==> config.mk <==
export PLATFORM = sky130hd
export DESIGN_NAME = i2c_regbank_slave
export DESIGN_NICKNAME = d
export VERILOG_FILES = /design/src/rtl/i2cs_pkg.sv /design/src/rtl/i2cs_line_sync.sv /design/src/rtl/i2cs_bus_events.sv /design/src/rtl/i2cs_regfile.sv /design/src/rtl/i2cs_engine.sv /design/src/rtl/i2c_regbank_slave.sv
export SDC_FILE = /design/constraint.sdc
export NUM_CORES = 2
export LEC_CHECK = 0
export BUFFER_PORTS_ARGS = -buffer_cell sky130_fd_sc_hd__buf_2
export CAP_MARGIN = 5
export CORE_ASPECT_RATIO = 0.6
export CORE_UTILIZATION = 58
export DETAILED_ROUTE_END_ITERATION = 12
export PLACE_DENSITY = 0.88
export SETUP_SLACK_MARGIN = 0.02
export SYNTH_ARGS = -nofsm -noshare
export SYNTH_HDL_FRONTEND = slang
export SYNTH_SLANG_ARGS = --single-unit
==> constraint.sdc <==
create_clock -name clk -period 3.09 [get_ports clk]
set_input_delay 0.309 -clock clk [delete_from_list [all_inputs] [get_ports clk]]
set_output_delay 0.309 -clock clk [all_outputs]
set_load 0.05 [all_outputs]
==> src/rtl/i2cs_pkg.sv <==
package i2cs_pkg;
  typedef enum logic [3:0] {
    ST_IDLE,
    ST_ADDR,
    ST_ACK_ADDR,
    ST_WADDR,
    ST_ACK_WADDR,
    ST_WDATA,
    ST_ACK_WDATA,
    ST_RDATA,
    ST_RACK
  } eng_state_t;
endpackage

==> src/rtl/i2cs_line_sync.sv <==
module i2cs_line_sync #(
  parameter int W      = 2,
  parameter int STAGES = 2
) (
  input  logic         clk,
  input  logic         rst_n,
  input  logic [W-1:0] din,
  output logic [W-1:0] dout
);
  // each bus line gets its own flop chain; idle bus level is high
  for (genvar g = 0; g < W; g++) begin : g_line
    logic [STAGES-1:0] chain;
    always_ff @(posedge clk or negedge rst_n) begin
      if (!rst_n) chain <= '1;
      else        chain <= {chain[STAGES-2:0], din[g]};
    end
    assign dout[g] = chain[STAGES-1];
  end
endmodule

==> src/rtl/i2cs_bus_events.sv <==
module i2cs_bus_events (
  input  logic clk,
  input  logic rst_n,
  input  logic scl_s,
  input  logic sda_s,
  output logic scl_rise,
  output logic scl_fall,
  output logic start_det,
  output logic stop_det
);
  logic scl_q, sda_q;

  always_ff @(posedge clk or negedge rst_n) begin
    if (!rst_n) begin
      scl_q <= 1'b1;
      sda_q <= 1'b1;
    end else begin
      scl_q <= scl_s;
      sda_q <= sda_s;
    end
  end

  assign scl_rise  = scl_s & ~scl_q;
  assign scl_fall  = ~scl_s & scl_q;
  // SDA moving while SCL stays high marks a bus condition
  assign start_det = scl_s & scl_q & sda_q & ~sda_s;
  assign stop_det  = scl_s & scl_q & ~sda_q & sda_s;
endmodule

==> src/rtl/i2cs_regfile.sv <==
module i2cs_regfile #(
  parameter int AW = 8,
  parameter int DW = 8
) (
  input  logic          clk,
  input  logic          rst_n,
  input  logic          we,
  input  logic [AW-1:0] addr,
  input  logic [DW-1:0] wdata,
  output logic [DW-1:0] rdata
);
  localparam int DEPTH = 1 << AW;

  logic [DW-1:0] mem [DEPTH];

  always_ff @(posedge clk or negedge rst_n) begin
    if (!rst_n) begin
      for (int i = 0; i < DEPTH; i++) mem[i] <= '0;
    end else if (we) begin
      mem[addr] <= wdata;
    end
  end

  assign rdata = mem[addr];
endmodule

==> src/rtl/i2cs_engine.sv <==
module i2cs_engine
  import i2cs_pkg::*;
#(
  parameter logic [6:0] DEV_ADDR = 7'h3A,
  parameter int         AW       = 8,
  parameter int         DW       = 8
) (
  input  logic          clk,
  input  logic          rst_n,
  input  logic          scl_s,
  input  logic          sda_s,
  input  logic          scl_rise,
  input  logic          scl_fall,
  input  logic          start_det,
  input  logic          stop_det,
  output logic          sda_oe,
  output logic          rf_we,
  output logic [AW-1:0] rf_addr,
  output logic [DW-1:0] rf_wdata,
  input  logic [DW-1:0] rf_rdata
);
  localparam int             BCW      = $clog2(DW);
  localparam logic [BCW-1:0] LAST_BIT = BCW'(DW - 1);

  eng_state_t     state;
  logic [DW-1:0]  shreg;
  logic [BCW-1:0] bitcnt;
  logic           byte_rdy;
  logic           is_read;
  logic           m_ack;
  logic [AW-1:0]  ptr;
  logic           rd_load;
  logic           wr_en;

  // strobes for the register bank: a byte fetch or a byte store
  always_comb begin
    rd_load = 1'b0;
    wr_en   = 1'b0;
    if (!start_det && !stop_det && scl_fall) begin
      if (state == ST_ACK_ADDR && is_read) rd_load = 1'b1;
      if (state == ST_RACK && m_ack)       rd_load = 1'b1;
      if (state == ST_WDATA && byte_rdy)   wr_en   = 1'b1;
    end
  end

  assign rf_we    = wr_en;
  assign rf_addr  = ptr;
  assign rf_wdata = shreg;

  always_ff @(posedge clk or negedge rst_n) begin
    if (!rst_n) begin
      state    <= ST_IDLE;
      shreg    <= '0;
      bitcnt   <= '0;
      byte_rdy <= 1'b0;
      is_read  <= 1'b0;
      m_ack    <= 1'b0;
      ptr      <= '0;
      sda_oe   <= 1'b0;
    end else if (start_det) begin
      state    <= ST_ADDR;
      bitcnt   <= '0;
      byte_rdy <= 1'b0;
      sda_oe   <= 1'b0;
    end else if (stop_det) begin
      state    <= ST_IDLE;
      bitcnt   <= '0;
      byte_rdy <= 1'b0;
      sda_oe   <= 1'b0;
    end else begin
      case (state)
        ST_ADDR, ST_WADDR, ST_WDATA: begin
          if (scl_rise && !byte_rdy) begin
            shreg <= {shreg[DW-2:0], sda_s};
            if (bitcnt == LAST_BIT) byte_rdy <= 1'b1;
            else                    bitcnt   <= bitcnt + 1'b1;
          end else if (scl_fall && byte_rdy) begin
            byte_rdy <= 1'b0;
            bitcnt   <= '0;
            case (state)
              ST_ADDR: begin
                if (shreg[DW-1:1] == DEV_ADDR) begin
                  is_read <= shreg[0];
                  sda_oe  <= 1'b1;
                  state   <= ST_ACK_ADDR;
                end else begin
                  state <= ST_IDLE;
                end
              end
              ST_WADDR: begin
                ptr    <= AW'(shreg);
                sda_oe <= 1'b1;
                state  <= ST_ACK_WADDR;
              end
              default: begin
                ptr    <= ptr + 1'b1;
                sda_oe <= 1'b1;
                state  <= ST_ACK_WDATA;
              end
            endcase
          end
        end
        ST_ACK_ADDR: begin
          if (scl_fall) begin
            bitcnt <= '0;
            if (is_read) begin
              shreg  <= rf_rdata;
              sda_oe <= ~rf_rdata[DW-1];
              ptr    <= ptr + 1'b1;
              state  <= ST_RDATA;
            end else begin
              sda_oe <= 1'b0;
              state  <= ST_WADDR;
            end
          end
        end
        ST_ACK_WADDR, ST_ACK_WDATA: begin
          if (scl_fall) begin
            sda_oe <= 1'b0;
            state  <= ST_WDATA;
          end
        end
        ST_RDATA: begin
          if (scl_fall) begin
            if (bitcnt == LAST_BIT) begin
              sda_oe <= 1'b0;
              bitcnt <= '0;
              m_ack  <= 1'b0;
              state  <= ST_RACK;
            end else begin
              bitcnt <= bitcnt + 1'b1;
              shreg  <= {shreg[DW-2:0], 1'b0};
              sda_oe <= ~shreg[DW-2];
            end
          end
        end
        ST_RACK: begin
          if (scl_rise) begin
            m_ack <= ~sda_s;
          end else if (scl_fall) begin
            if (m_ack) begin
              shreg  <= rf_rdata;
              sda_oe <= ~rf_rdata[DW-1];
              ptr    <= ptr + 1'b1;
              state  <= ST_RDATA;
            end else begin
              sda_oe <= 1'b0;
              state  <= ST_IDLE;
            end
          end
        end
        default: ;
      endcase
    end
  end

  // the pull-low enable only moves in the SCL low phase
  a_r11_sda_moves_low: assert property (@(posedge clk) disable iff (!rst_n)
    (sda_oe != $past(sda_oe)) |-> !scl_s);

  // a START always lands in address reception
  a_r12_start_to_addr: assert property (@(posedge clk) disable iff (!rst_n)
    start_det |=> (state == ST_ADDR));

  // a STOP always lands in idle
  a_r12_stop_to_idle: assert property (@(posedge clk) disable iff (!rst_n)
    stop_det |=> (state == ST_IDLE));

  // an idle slave never pulls the line
  a_r7_idle_released: assert property (@(posedge clk) disable iff (!rst_n)
    (state == ST_IDLE) |-> !sda_oe);

  // every byte fetched for transmission steps the pointer, modulo 2^AW
  a_r5_fetch_steps_ptr: assert property (@(posedge clk) disable iff (!rst_n)
    rd_load |=> (ptr == AW'($past(ptr) + 1'b1)));

  // every stored byte steps the pointer
  a_r4_store_steps_ptr: assert property (@(posedge clk) disable iff (!rst_n)
    wr_en |=> (ptr == AW'($past(ptr) + 1'b1)));
endmodule

==> src/rtl/i2c_regbank_slave.sv <==
module i2c_regbank_slave #(
  parameter logic [6:0] DEV_ADDR    = 7'h3A,
  parameter int         AW          = 8,
  parameter int         DW          = 8,
  parameter int         SYNC_STAGES = 2
) (
  input  logic clk,
  input  logic rst_n,
  input  logic scl_i,
  input  logic sda_i,
  output logic sda_oe
);
  logic [1:0]    sync_out;
  logic          scl_s, sda_s;
  logic          scl_rise, scl_fall, start_det, stop_det;
  logic          rf_we;
  logic [AW-1:0] rf_addr;
  logic [DW-1:0] rf_wdata, rf_rdata;

  i2cs_line_sync #(.W(2), .STAGES(SYNC_STAGES)) u_sync (
    .clk  (clk),
    .rst_n(rst_n),
    .din  ({scl_i, sda_i}),
    .dout (sync_out)
  );
  assign scl_s = sync_out[1];
  assign sda_s = sync_out[0];

  i2cs_bus_events u_events (
    .clk      (clk),
    .rst_n    (rst_n),
    .scl_s    (scl_s),
    .sda_s    (sda_s),
    .scl_rise (scl_rise),
    .scl_fall (scl_fall),
    .start_det(start_det),
    .stop_det (stop_det)
  );

  i2cs_engine #(.DEV_ADDR(DEV_ADDR), .AW(AW), .DW(DW)) u_engine (
    .clk      (clk),
    .rst_n    (rst_n),
    .scl_s    (scl_s),
    .sda_s    (sda_s),
    .scl_rise (scl_rise),
    .scl_fall (scl_fall),
    .start_det(start_det),
    .stop_det (stop_det),
    .sda_oe   (sda_oe),
    .rf_we    (rf_we),
    .rf_addr  (rf_addr),
    .rf_wdata (rf_wdata),
    .rf_rdata (rf_rdata)
  );

  i2cs_regfile #(.AW(AW), .DW(DW)) u_regs (
    .clk  (clk),
    .rst_n(rst_n),
    .we   (rf_we),
    .addr (rf_addr),
    .wdata(rf_wdata),
    .rdata(rf_rdata)
  );
endmodule

==> metrics.txt <==
Clock power frac=0.349; clk_lat worst skew=0.86 ns; die height=315 um; WL/cell=32.3 um; starting density of the core=0.586; number of antenna violations at the first check in global routing=17; dpl hpwl=172,000 um; R2R setup slack=-0.32 ns; Final Instance Count excl. Fillers=8,451; Synth Net Count=5,883; Post-Syn Area=94,700 um2; Hold Path Class=input pin to asynchronous set/reset pin; Die Width=524 um; Syn Area/Cell=16.1 um2; CTS Buffer Depth=4; CTS root buf=clkbuf_16; footprint of the multi-input gates=41,100 um2; max-capacitance violation count=0; Rel. slew slack=0.146; die area=165,000 um2; DR vias=58,400; FF-to-FF path depth=10; Clock Sinks=2,081; status=finished with violations; Worst Path Max Fanout=6; Final WS setup=-0.318 ns; top_reg_cell synth=dfrtp_1; CP required=3.81 ns; worst reg2reg startpoint=u_engine.rf_addr[0]; Reg power frac=0.414; Port Buf Inserts=4; CP Data Arrival Time=4.13 ns; type of origin of the critical path=flip-flop; minimum clock period=3.41 ns; DRT iter0 DRCs=7,435; reg-to-reg endpoint=u_engine.rf_wdata[1]; period utilization=1.10; clock slew at reported path FFs=0.07 ns; number of synthesized flops with an enable pin=0; vias in the first global route=60,800; fillers=9,878; post-synthesis sequential area ratio=0.550; critical path endpoint category=flip-flop; Global Route Usage Sum=0.334; max-slew violation count=0; Post-synth ARST share=1.00; CP Class=flip-flop to flip-flop; Via density=6.91; worst slew pin tran=1.28 ns; failing checks=setup timing; leakage=0.0516 uW; Pre-antenna DRT Iters=8; Seq. cell area=52,100 um2; Placed Cells=8,047; Cell variety after synth=61; largest net degree at the start of global routing=158; CTS Buf Count=181; share of cells above drive strength 1=0.583; RD Place Congestion=0.996; area delta synth->final=13.8%; num rows=114; worst vdd ir=0.612 mV; dpl cell area=100,000 um2; TritonCTS clock tree=yes; Comb power frac=0.236; RSZ-0062 raised after global routing=true; post-layout net count=6,174; global route total overflow=0; # DRC=0; antenna-violating nets left=0; endpoints failing setup=146; switching pwr=21,000 uW; Detailed Route WL=273,000 um; Synth Warn #=0; worst setup slack after placement=-0.724 ns; hold slack=0.0713 ns; H-Tree Level Count=4; total power=67,800 uW; Synth Register Bits=2,081; global-route wire length before repair=408,000 um; switching share of power=0.310; Synth Instances=5,873; core area=161,000 um2; IO Pins=5; fmax=293 MHz; final hold vios=0; Clock Skew=0.0558 ns; power per cell area=629 nW/um2; Power Internal=46,800 uW; post-layout instance area=108,000 um2
-- stage by stage --
step,TNS [ns],utilization
after floorplan,0,-
after global placement,-4.58,0.621
after detailed placement,-4.63,0.621
after CTS,-1.24,0.664
after global routing,-9.56,0.667
final,-8.64,0.667
-- power groups by stage --
stage	Clock, uW	Combinational (uW)	Sequential, uW
6_report	23700	16000	28100
5_1_grt	24800	16600	28100
4_1_cts	23700	15200	28100
3_5_place_dp	0	14000	28600
3_3_place_gp	0	13800	28600
2_1_floorplan	0	8580	28000
-- cell usage in the layout (no fill, tap or decap), types with 34 or more instances in the layout --
cell,instances
a22oi_1,34
mux4_2,622
dfrtp_1,2063
buf_4,406
clkbuf_1,37
mux2_2,2054
nor2_1,83
clkbuf_8,40
nand2_1,209
buf_12,88
clkbuf_16,188
nor2_2,41
-- Yosys cell counts (4+ instances only) --
cell	n	area (um2)
a21oi_1	41	205
a22oi_1	57	428
a31oi_1	8	50.1
and2_1	8	50.1
and3_1	9	56.3
buf_1	18	67.6
buf_2	68	340
buf_4	15	113
buf_6	9	101
clkbuf_1	342	1280
dfrtp_1	2075	51900
dfstp_2	6	158
ha_1	6	75.1
inv_1	4	15.0
mux2_2	2054	23100
mux2i_1	22	220
mux4_2	622	14000
nand2_1	225	845
nand2b_1	11	68.8
nand3_1	19	95.1
nand4_1	9	56.3
nor2_1	87	327
nor2_2	40	250
nor2b_1	11	68.8
nor3_1	9	45.0
nor4_1	6	37.5
o211ai_1	5	37.5
o21ai_0	31	155
o22ai_1	8	50.1
or2_2	5	31.3
-- what timing repair did --
action,CTS,global route
resized for setup,93,59
cloned,4,3
buffers inserted,53,19
setup endpoints to repair,67,527
hold endpoints to repair,265,0
hold buffers,3,0
pin swaps,26,21
-- critical path, cell delays in order, from the launching register on --
cell and delay [ns]:
dfrtp_4 0.50, buf_12 0.16, buf_16 0.15, buf_12 0.15, buf_8 0.13, mux4_2 0.45
mux4_2 0.54, a22oi_2 0.47, nand4_1 0.25, nor4b_2 0.40, nor2_1 0.07
-- flip-flops by register name, indices dropped and copies added (netlist names), 3 cells and up --
name / cells
u_regs.mem: 2048
u_engine.rf_addr: 8
u_engine.rf_wdata: 8
u_engine.state: 4
u_sync.g_line.chain: 4
u_engine.bitcnt: 3
-- metal layers --
metal,share of wire,wire [um],up-vias,GRT usage
li1,-,-,22700,-
met1,0.39,107000,31400,0.470
met2,0.43,118000,3531,0.470
met3,0.13,36500,778,0.137
met4,0.042,11500,30,0.121
met5,0.00078,214,-,0
-- cells by family after synthesis --
family	share of synthesized area
AO/OA/AOI/OAI	0.0121
XOR/XNOR	0.000185
buffers and inverters	0.0204
AND/OR/NAND/NOR	0.0216
multiplexers	0.395
flip-flops	0.550
adder cells (fa/ha/maj)	0.000793
-- worst max-delay path by stage --
stage	from	endpoint	depth (start not counted)
floorplan	u_engine.rf_addr[1]	u_regs.mem[280]	12
global placement	u_engine.rf_addr[0]	u_engine.rf_wdata[7]	12
detailed placement	u_engine.rf_addr[0]	u_engine.rf_wdata[7]	12
CTS	u_engine.rf_addr[0]	u_engine.rf_wdata[7]	14
global route	u_engine.rf_addr[0]	u_engine.rf_wdata[3]	11
finish	u_engine.rf_addr[0]	u_engine.rf_wdata[1]	10
-- area by class of cell --
type | count | area share
Sequential cell | 2081 | 0.484
Multi-Input combinational cell | 3334 | 0.381
Timing Repair Buffer | 560 | 0.0539
Clock buffer | 262 | 0.0494
Tap cell | 2146 | 0.0249
Clock inverter | 57 | 0.00662
Inverter | 6 | 0.000209
Antenna cell | 5 | 0.000116
Note: power is estimated with default switching activity, not from simulation.
